<file path="config.mk">
export PLATFORM = sky130hd
export DESIGN_NAME = ctl_stage_unit
export DESIGN_NICKNAME = d
export VERILOG_FILES = /design/src/rtl/ctl_pkg.sv /design/src/rtl/ctl_fetch_latch.sv /design/src/rtl/ctl_decoder.sv /design/src/rtl/ctl_stage_reg.sv /design/src/rtl/ctl_stage_unit.sv
export SDC_FILE = /design/constraint.sdc
export NUM_CORES = 1
export LEC_CHECK = 0
export BUFFER_PORTS_ARGS = -buffer_cell sky130_fd_sc_hd__clkbuf_2
export CAP_MARGIN = 20
export CELL_PAD_IN_SITES_DETAIL_PLACEMENT = 1
export CELL_PAD_IN_SITES_GLOBAL_PLACEMENT = 1
export CORE_MARGIN = 2
export CORE_UTILIZATION = 30
export DETAILED_ROUTE_END_ITERATION = 16
export PLACE_DENSITY_LB_ADDON = 0.1
export SLEW_MARGIN = 10
export SYNTH_ARGS = -nofsm -noshare
export SYNTH_HDL_FRONTEND = slang
export SYNTH_SLANG_ARGS = --single-unit
export TNS_END_PERCENT = 50
</file>
<file path="constraint.sdc">
create_clock -name clk -period 2.8 [get_ports clk]
set_input_delay 0 -clock clk [delete_from_list [all_inputs] [get_ports clk]]
set_output_delay 0 -clock clk [all_outputs]
set_load 0.01 [all_outputs]
</file>
<file path="src/rtl/ctl_pkg.sv">
package ctl_pkg;

    localparam int OPC_W = 6;

    localparam logic [OPC_W-1:0] OPC_RTYPE = 6'b000000;
    localparam logic [OPC_W-1:0] OPC_LOAD  = 6'b100011;
    localparam logic [OPC_W-1:0] OPC_STORE = 6'b101011;
    localparam logic [OPC_W-1:0] OPC_BEQ   = 6'b000100;

    typedef enum logic [1:0] {
        ALU_ADD  = 2'b00,
        ALU_SUB  = 2'b01,
        ALU_FUNC = 2'b10,
        ALU_RSVD = 2'b11
    } alu_mode_e;

    typedef struct packed {
        logic      dst_rd;
        alu_mode_e alu_op;
        logic      src_imm;
    } ex_ctl_t;

    typedef struct packed {
        logic branch;
        logic rd;
        logic wr;
    } mem_ctl_t;

    typedef struct packed {
        logic reg_we;
        logic sel_mem;
    } wb_ctl_t;

    // Full bundle held in ID/EX
    typedef struct packed {
        ex_ctl_t  ex;
        mem_ctl_t mem;
        wb_ctl_t  wb;
    } ctl_bundle_t;

    // Reduced bundle held in EX/MEM
    typedef struct packed {
        mem_ctl_t mem;
        wb_ctl_t  wb;
    } ctl_late_t;

    function automatic ctl_bundle_t bubble_bundle();
        ctl_bundle_t b;
        b = '0;
        return b;
    endfunction

    function automatic ctl_late_t drop_ex(input ctl_bundle_t b);
        ctl_late_t l;
        l.mem = b.mem;
        l.wb  = b.wb;
        return l;
    endfunction

endpackage

</file>
<file path="src/rtl/ctl_fetch_latch.sv">
module ctl_fetch_latch #(
    parameter int IW = 32
) (
    input  logic          clk,
    input  logic          rst,
    input  logic          hold,
    input  logic [IW-1:0] word_in,
    output logic [IW-1:0] word_q,
    output logic          full_q
);

    always_ff @(posedge clk) begin
        if (rst) begin
            word_q <= '0;
            full_q <= 1'b0;
        end else if (!hold) begin
            word_q <= word_in;
            full_q <= 1'b1;
        end
    end

endmodule

</file>
<file path="src/rtl/ctl_decoder.sv">
module ctl_decoder
    import ctl_pkg::*;
(
    input  logic [OPC_W-1:0] opcode,
    input  logic             present,
    output ctl_bundle_t      bundle
);

    always_comb begin
        bundle = bubble_bundle();
        if (present) begin
            unique case (opcode)
                OPC_RTYPE: begin
                    bundle.ex.dst_rd  = 1'b1;
                    bundle.ex.alu_op  = ALU_FUNC;
                    bundle.wb.reg_we  = 1'b1;
                end
                OPC_LOAD: begin
                    bundle.ex.alu_op  = ALU_ADD;
                    bundle.ex.src_imm = 1'b1;
                    bundle.mem.rd     = 1'b1;
                    bundle.wb.reg_we  = 1'b1;
                    bundle.wb.sel_mem = 1'b1;
                end
                OPC_STORE: begin
                    bundle.ex.alu_op  = ALU_ADD;
                    bundle.ex.src_imm = 1'b1;
                    bundle.mem.wr     = 1'b1;
                end
                OPC_BEQ: begin
                    bundle.ex.alu_op  = ALU_SUB;
                    bundle.mem.branch = 1'b1;
                end
                default: bundle = bubble_bundle();
            endcase
        end
    end

endmodule

</file>
<file path="src/rtl/ctl_stage_reg.sv">
module ctl_stage_reg #(
    parameter int W = 1
) (
    input  logic         clk,
    input  logic         rst,
    input  logic         bubble,
    input  logic [W-1:0] d,
    output logic [W-1:0] q
);

    always_ff @(posedge clk) begin
        if (rst || bubble) q <= '0;
        else               q <= d;
    end

endmodule

</file>
<file path="src/rtl/ctl_stage_unit.sv">
module ctl_stage_unit
    import ctl_pkg::*;
#(
    parameter int IW = 32
) (
    input  logic          clk,
    input  logic          rst,
    input  logic [IW-1:0] fetch_instr,
    input  logic          stall,
    input  logic          flush,
    output logic          ex_dst_rd,
    output logic [1:0]    ex_alu_op,
    output logic          ex_src_imm,
    output logic          mem_branch,
    output logic          mem_rd,
    output logic          mem_wr,
    output logic          wb_reg_we,
    output logic          wb_sel_mem
);

    localparam int OPC_LSB = IW - OPC_W;
    localparam int BUNDLE_W = $bits(ctl_bundle_t);
    localparam int LATE_W   = $bits(ctl_late_t);
    localparam int WB_W     = $bits(wb_ctl_t);

    logic [IW-1:0] ifid_word;
    logic          ifid_full;
    ctl_bundle_t   dec_bundle;
    ctl_bundle_t   idex_q;
    ctl_late_t     exmem_q;
    wb_ctl_t       memwb_q;
    logic          idex_bubble;
    logic          unused_operand_bits;

    assign unused_operand_bits = ^ifid_word[OPC_LSB-1:0];

    // IF/ID
    ctl_fetch_latch #(.IW(IW)) u_ifid (
        .clk     (clk),
        .rst     (rst),
        .hold    (stall),
        .word_in (fetch_instr),
        .word_q  (ifid_word),
        .full_q  (ifid_full)
    );

    // ID: single combinational decode
    ctl_decoder u_dec (
        .opcode  (ifid_word[IW-1:OPC_LSB]),
        .present (ifid_full),
        .bundle  (dec_bundle)
    );

    assign idex_bubble = stall | flush;

    // ID/EX: all three groups
    ctl_stage_reg #(.W(BUNDLE_W)) u_idex (
        .clk    (clk),
        .rst    (rst),
        .bubble (idex_bubble),
        .d      (dec_bundle),
        .q      (idex_q)
    );

    // EX/MEM: memory and writeback groups
    ctl_stage_reg #(.W(LATE_W)) u_exmem (
        .clk    (clk),
        .rst    (rst),
        .bubble (1'b0),
        .d      (drop_ex(idex_q)),
        .q      (exmem_q)
    );

    // MEM/WB: writeback group
    ctl_stage_reg #(.W(WB_W)) u_memwb (
        .clk    (clk),
        .rst    (rst),
        .bubble (1'b0),
        .d      (exmem_q.wb),
        .q      (memwb_q)
    );

    assign ex_dst_rd  = idex_q.ex.dst_rd;
    assign ex_alu_op  = idex_q.ex.alu_op;
    assign ex_src_imm = idex_q.ex.src_imm;
    assign mem_branch = exmem_q.mem.branch;
    assign mem_rd     = exmem_q.mem.rd;
    assign mem_wr     = exmem_q.mem.wr;
    assign wb_reg_we  = memwb_q.reg_we;
    assign wb_sel_mem = memwb_q.sel_mem;

endmodule


</file>
# Word-level counts from Yosys, hierarchy flattened
# Index checks and enable logic that the tools add are counted.
# totals
regBits	49
output_inout_bits	9
word_cells	22
# classes
eq_ne	3
muxes	7
bitwise	2
n_reduce_logical	5
# ops
operator	count
equality test 6 bit, second input constant	2
equality test 6 x 3 -> 1 bit, second input constant	1
zero test 6 bit	1
2-to-1 mux 1 bit	6
OR reduction 2 bit	3
case mux 2 bit (2 select lines)	1
logical OR 1 bit	1
inverter 1 bit	1
bitwise OR 1 bit	1

# Logic depth before layout (Yosys ltp)
# logic_depth
ltp_word	3
mapped_depth	4
ltp_nobuf	2

# Hierarchy
# A second synthesis with hierarchy kept.
# hier_totals
cells_unflattened	158
area_unflattened_um2	1835.5
# by_module_without_submodules
mod	n_inst	cells_per_inst	area_per_inst_um2
ctl_fetch_latch	1	107	1198.6
ctl_stage_reg (u_idex)	1	20	315.3
ctl_stage_reg (u_exmem)	1	10	137.6
ctl_decoder	1	15	118.9
ctl_stage_reg (u_memwb)	1	4	55.1
ctl_stage_unit	1	2	10.0

# Least setup slack after synthesis
# No wires, ideal clock.
# synth_timing
path_type	reg2reg
start	reg u_ifid.full_q
end	reg u_idex.q[4]
t_arrival_ps	1000
slack_ps	1708
path_stages_with_launch	3
path_buffers	0
cell_sequence	dfxtp_1 > or3b_2 > nor4_1
# synth_between
elab_chain_cells	2
# synth_lines
item	line	source
from (decl)	ctl_fetch_latch.sv:9	output logic full_q
from (signal assigned)	ctl_fetch_latch.sv:15	full_q <= 1'b0;
from (signal assigned)	ctl_fetch_latch.sv:18	full_q <= 1'b1;
inverter 1 bit (no line)	n/a	
OR reduction 2 bit (no line)	n/a	
to (signal assigned)	ctl_stage_reg.sv:12	if (rst || bubble) q <= '0;
to (signal assigned)	ctl_stage_reg.sv:13	else q <= d;
to (decl)	ctl_stage_reg.sv:8	output logic [W-1:0] q
# Every way passes these cells.
# A chain may end at the register's enable or synchronous reset.

# Worst setup path after layout
# layout_timing
start	reg u_ifid.full_q
end	reg u_idex.q[8]
# The elaborated chain is that of the path after synthesis.

==> impl_metrics.csv <==
group,metric,value,unit
sta,tns,0,ns
job,maxCapViolCount,0,
placement,dp_cells,102,
yosys,ys_types,20,
critical_path,crit-reg2reg-capture,"u_idex.q[8]",
route,drt_first_iter_violations,5,
placement,portBuffers,18,
critical_path,reg2reg_slack,1.58,ns
critical_path,crit_fanout,4,
pwr,peakVddDrop,0.236,mV
route,drcViolationCount,0,
sta,fmax,819,MHz
die,die_h,51.3,um
clock_network,clockBufferDepth,2,
sta,min_period_over_period,43.6,%
die,die_w,51.3,um
layout,nets,122,
yosys,netlist_instances,61,
pwr,fin_total_pwr,0.000498,W
global_routing,grt_start_max_net_pins,15,
global_routing,antenna_found_initial,0,
sta,worst_pin_slew,0.281,ns
clock_network,post_cts_buffers,0,
yosys,synth.most_common_cell,"dfxtp_1",
layout,fillers,277,
yosys,ys_seq_elements,20,
layout,fin_cells,113,
yosys,yosys.area.top_type_share,59.6,%
clock_network,cts.clk_slew.worst_paths,0.11,ns
die,rows,17,
worst_hold_path,hold_path_end,"u_ifid.full_q",
yosys,yosysSeqAreaShare,59.6,%
yosys,synth_area_leaders,"dfxtp_1, mux2i_1, nor2b_1, nor2_1, nor4_1",
sta,maxSlewViolCount,0,
route,wl,1.11,mm
global_routing,grt_pass1_vias,503,
sta,fin_crit,1.22,ns
critical_path,critPathKind,"reg2reg",
critical_path,ff2ff_path_depth,2,
yosys,ys_async_sr_fraction,0,%
placement,dpl.hpwl,814,um
clock_network,cts_max_level,1,
worst_hold_path,hp-class,"in2reg",
critical_path,startpoint_type,"flop",
yosys,syn_nets,97,
sta,finalSetupViolations,0,
sta,finalHoldViolations,0,
critical_path,cp_data_arrival_time,1.43,ns
worst_hold_path,holdPathStages,2,
clock_network,clock_latency,0.30,ns
global_routing,grt_pass1_wl,2.08,mm
die,num_io_pins,45,
clock_network,cts_hold_buf,7,
global_routing,gr-total-overflow,0,
route,via_count,500,
critical_path,end_kind,"flop",
clock_network,clock_sinks,20,
die,coreArea,2170,um^2
yosys,ys_top_cells_by_count,"dfxtp_1, mux2i_1, nor2_1, nor2b_1",
global_routing,grt.total_usage,11.1,%
layout,drive_above_1_share,28.2,%
pwr,cellPowerDensity,573,nW/um^2
status,status,"completed",
critical_path,cp_data_required_time,3.01,ns
clock_network,cts_resized,0,
route,wl_per_cell,9.84,um
route,firstDrtPassIters,2,
layout,synthToLayoutAreaGrowth,29.2,%
pwr,leakage,0.376,nW
yosys,synth_flop_cell,"dfxtp_1",
critical_path,r2r-start,"u_ifid.full_q",
sta,slew_headroom,81.2,%
yosys,yosysWarnings,0,
yosys,synth_edf_count,0,
die,start_util,31.0,%
sta,rsz0062_at_grt,"no",
layout,n_antenna_cell,0,
route,ant_nets,0,
yosys,mappedNetlistArea,672,um^2
sta,clock_skew,0.00408,ns
route,via_per_inst,4.42,
yosys,yosysTopAreaCell,"dfxtp_1",
worst_hold_path,min-delay-start,"stall",
clock_network,cts_tree,"yes",
yosys,synth_area_per_cell,11.0,um^2
placement,routabilityCongestion,0.610,
clock_network,root_buffer,"clkbuf_4",
die,die-area,2630,um^2
clock_network,numCtsBuffers,3,
[sequential cells by signal, indices dropped and copies added (netlist names)]
register / count
u_ifid.word_q: 6
u_exmem.q: 4
u_idex.q: 7
u_memwb.q: 2
u_ifid.full_q: 1
[power breakdown]
| group | switching (W) | total [W] | leakage [nW] | internal (W) |
|---|---|---|---|---|
| Clock | 0.0000835 | 0.000163 | 0.0210 | 0.0000793 |
| Combinational | 0.0000172 | 0.0000377 | 0.192 | 0.0000205 |
| Sequential | 0.00000570 | 0.000297 | 0.163 | 0.000291 |
[placed cells by master (no fill, tap or decap)]
cell and instances:
dfxtp_1 20, clkbuf_2 18, dlygate4sd3_1 7, mux2i_1 6, nor2_1 6, nor2b_1 6, inv_1 3, nor4_1 3
clkbuf_4 3, or3_1 2, nor3_1 2, or3b_2 1, nand4b_1 1, nand2b_1 1, nor4_2 1, nand3_1 1
or4b_1 1, a211oi_1 1, a21oi_1 1, clkbuf_8 1
[final cells by class]
cell class / instances / area, um^2 / share of cell area [%]
flip-flops and latches: 20 / 400 / 46.1
clock buffers: 4 / 36.3 / 4.18
multi-input cells: 33 / 225 / 25.9
well taps: 28 / 35.0 / 4.03
inverters: 3 / 11.3 / 1.30
repair buffers: 25 / 160 / 18.4
[logic make-up after synthesis]
logic type      count (synthesis)  synth area share [%]
mux                             6                  8.94
buf+inv                         8                  6.89
compound gates                  2                  1.86
flops                          20                  59.6
simple gates                   25                  22.7
[worst max-delay path by stage]
stage | endpoint | startpoint | depth (start not counted)
global route | u_idex.q[7] | u_ifid.full_q | 2
finish | u_idex.q[8] | u_ifid.full_q | 2
CTS | u_idex.q[7] | u_ifid.full_q | 2
global placement | u_idex.q[7] | u_ifid.full_q | 2
floorplan | u_idex.q[4] | u_ifid.full_q | 2
detailed placement | u_idex.q[7] | u_ifid.full_q | 2
[metrics by stage]
step / area [um^2] / hold WS (ns) / utilization [%] / setup WS (ns)
final: 868 / 0.0623 / 40.0 / 1.58
after global placement: 762 / 0.230 / 35.1 / 1.59
after CTS: 868 / 0.0589 / 40.0 / 1.57
after floorplan: 672 / 0.0716 / - / 1.71
after detailed placement: 762 / 0.241 / 35.1 / 1.60
after global routing: 868 / 0.0882 / 40.0 / 1.44
[layer usage]
layer / part of all wire [%] / wire (um) / GRT usage, %
met4: 3.1 / 34 / 9.21
met3: 6.1 / 68 / 2.63
met5: 0 / 0 / 0
met1: 42 / 472 / 11.7
met2: 48 / 537 / 18.6
[worst max-delay path, stage by stage, from the launching register on]
cell and delay, ns:
dfxtp_1 0.37, or3b_2 0.50, nor4_1 0.26
Note: power is estimated with default switching activity, not from simulation.
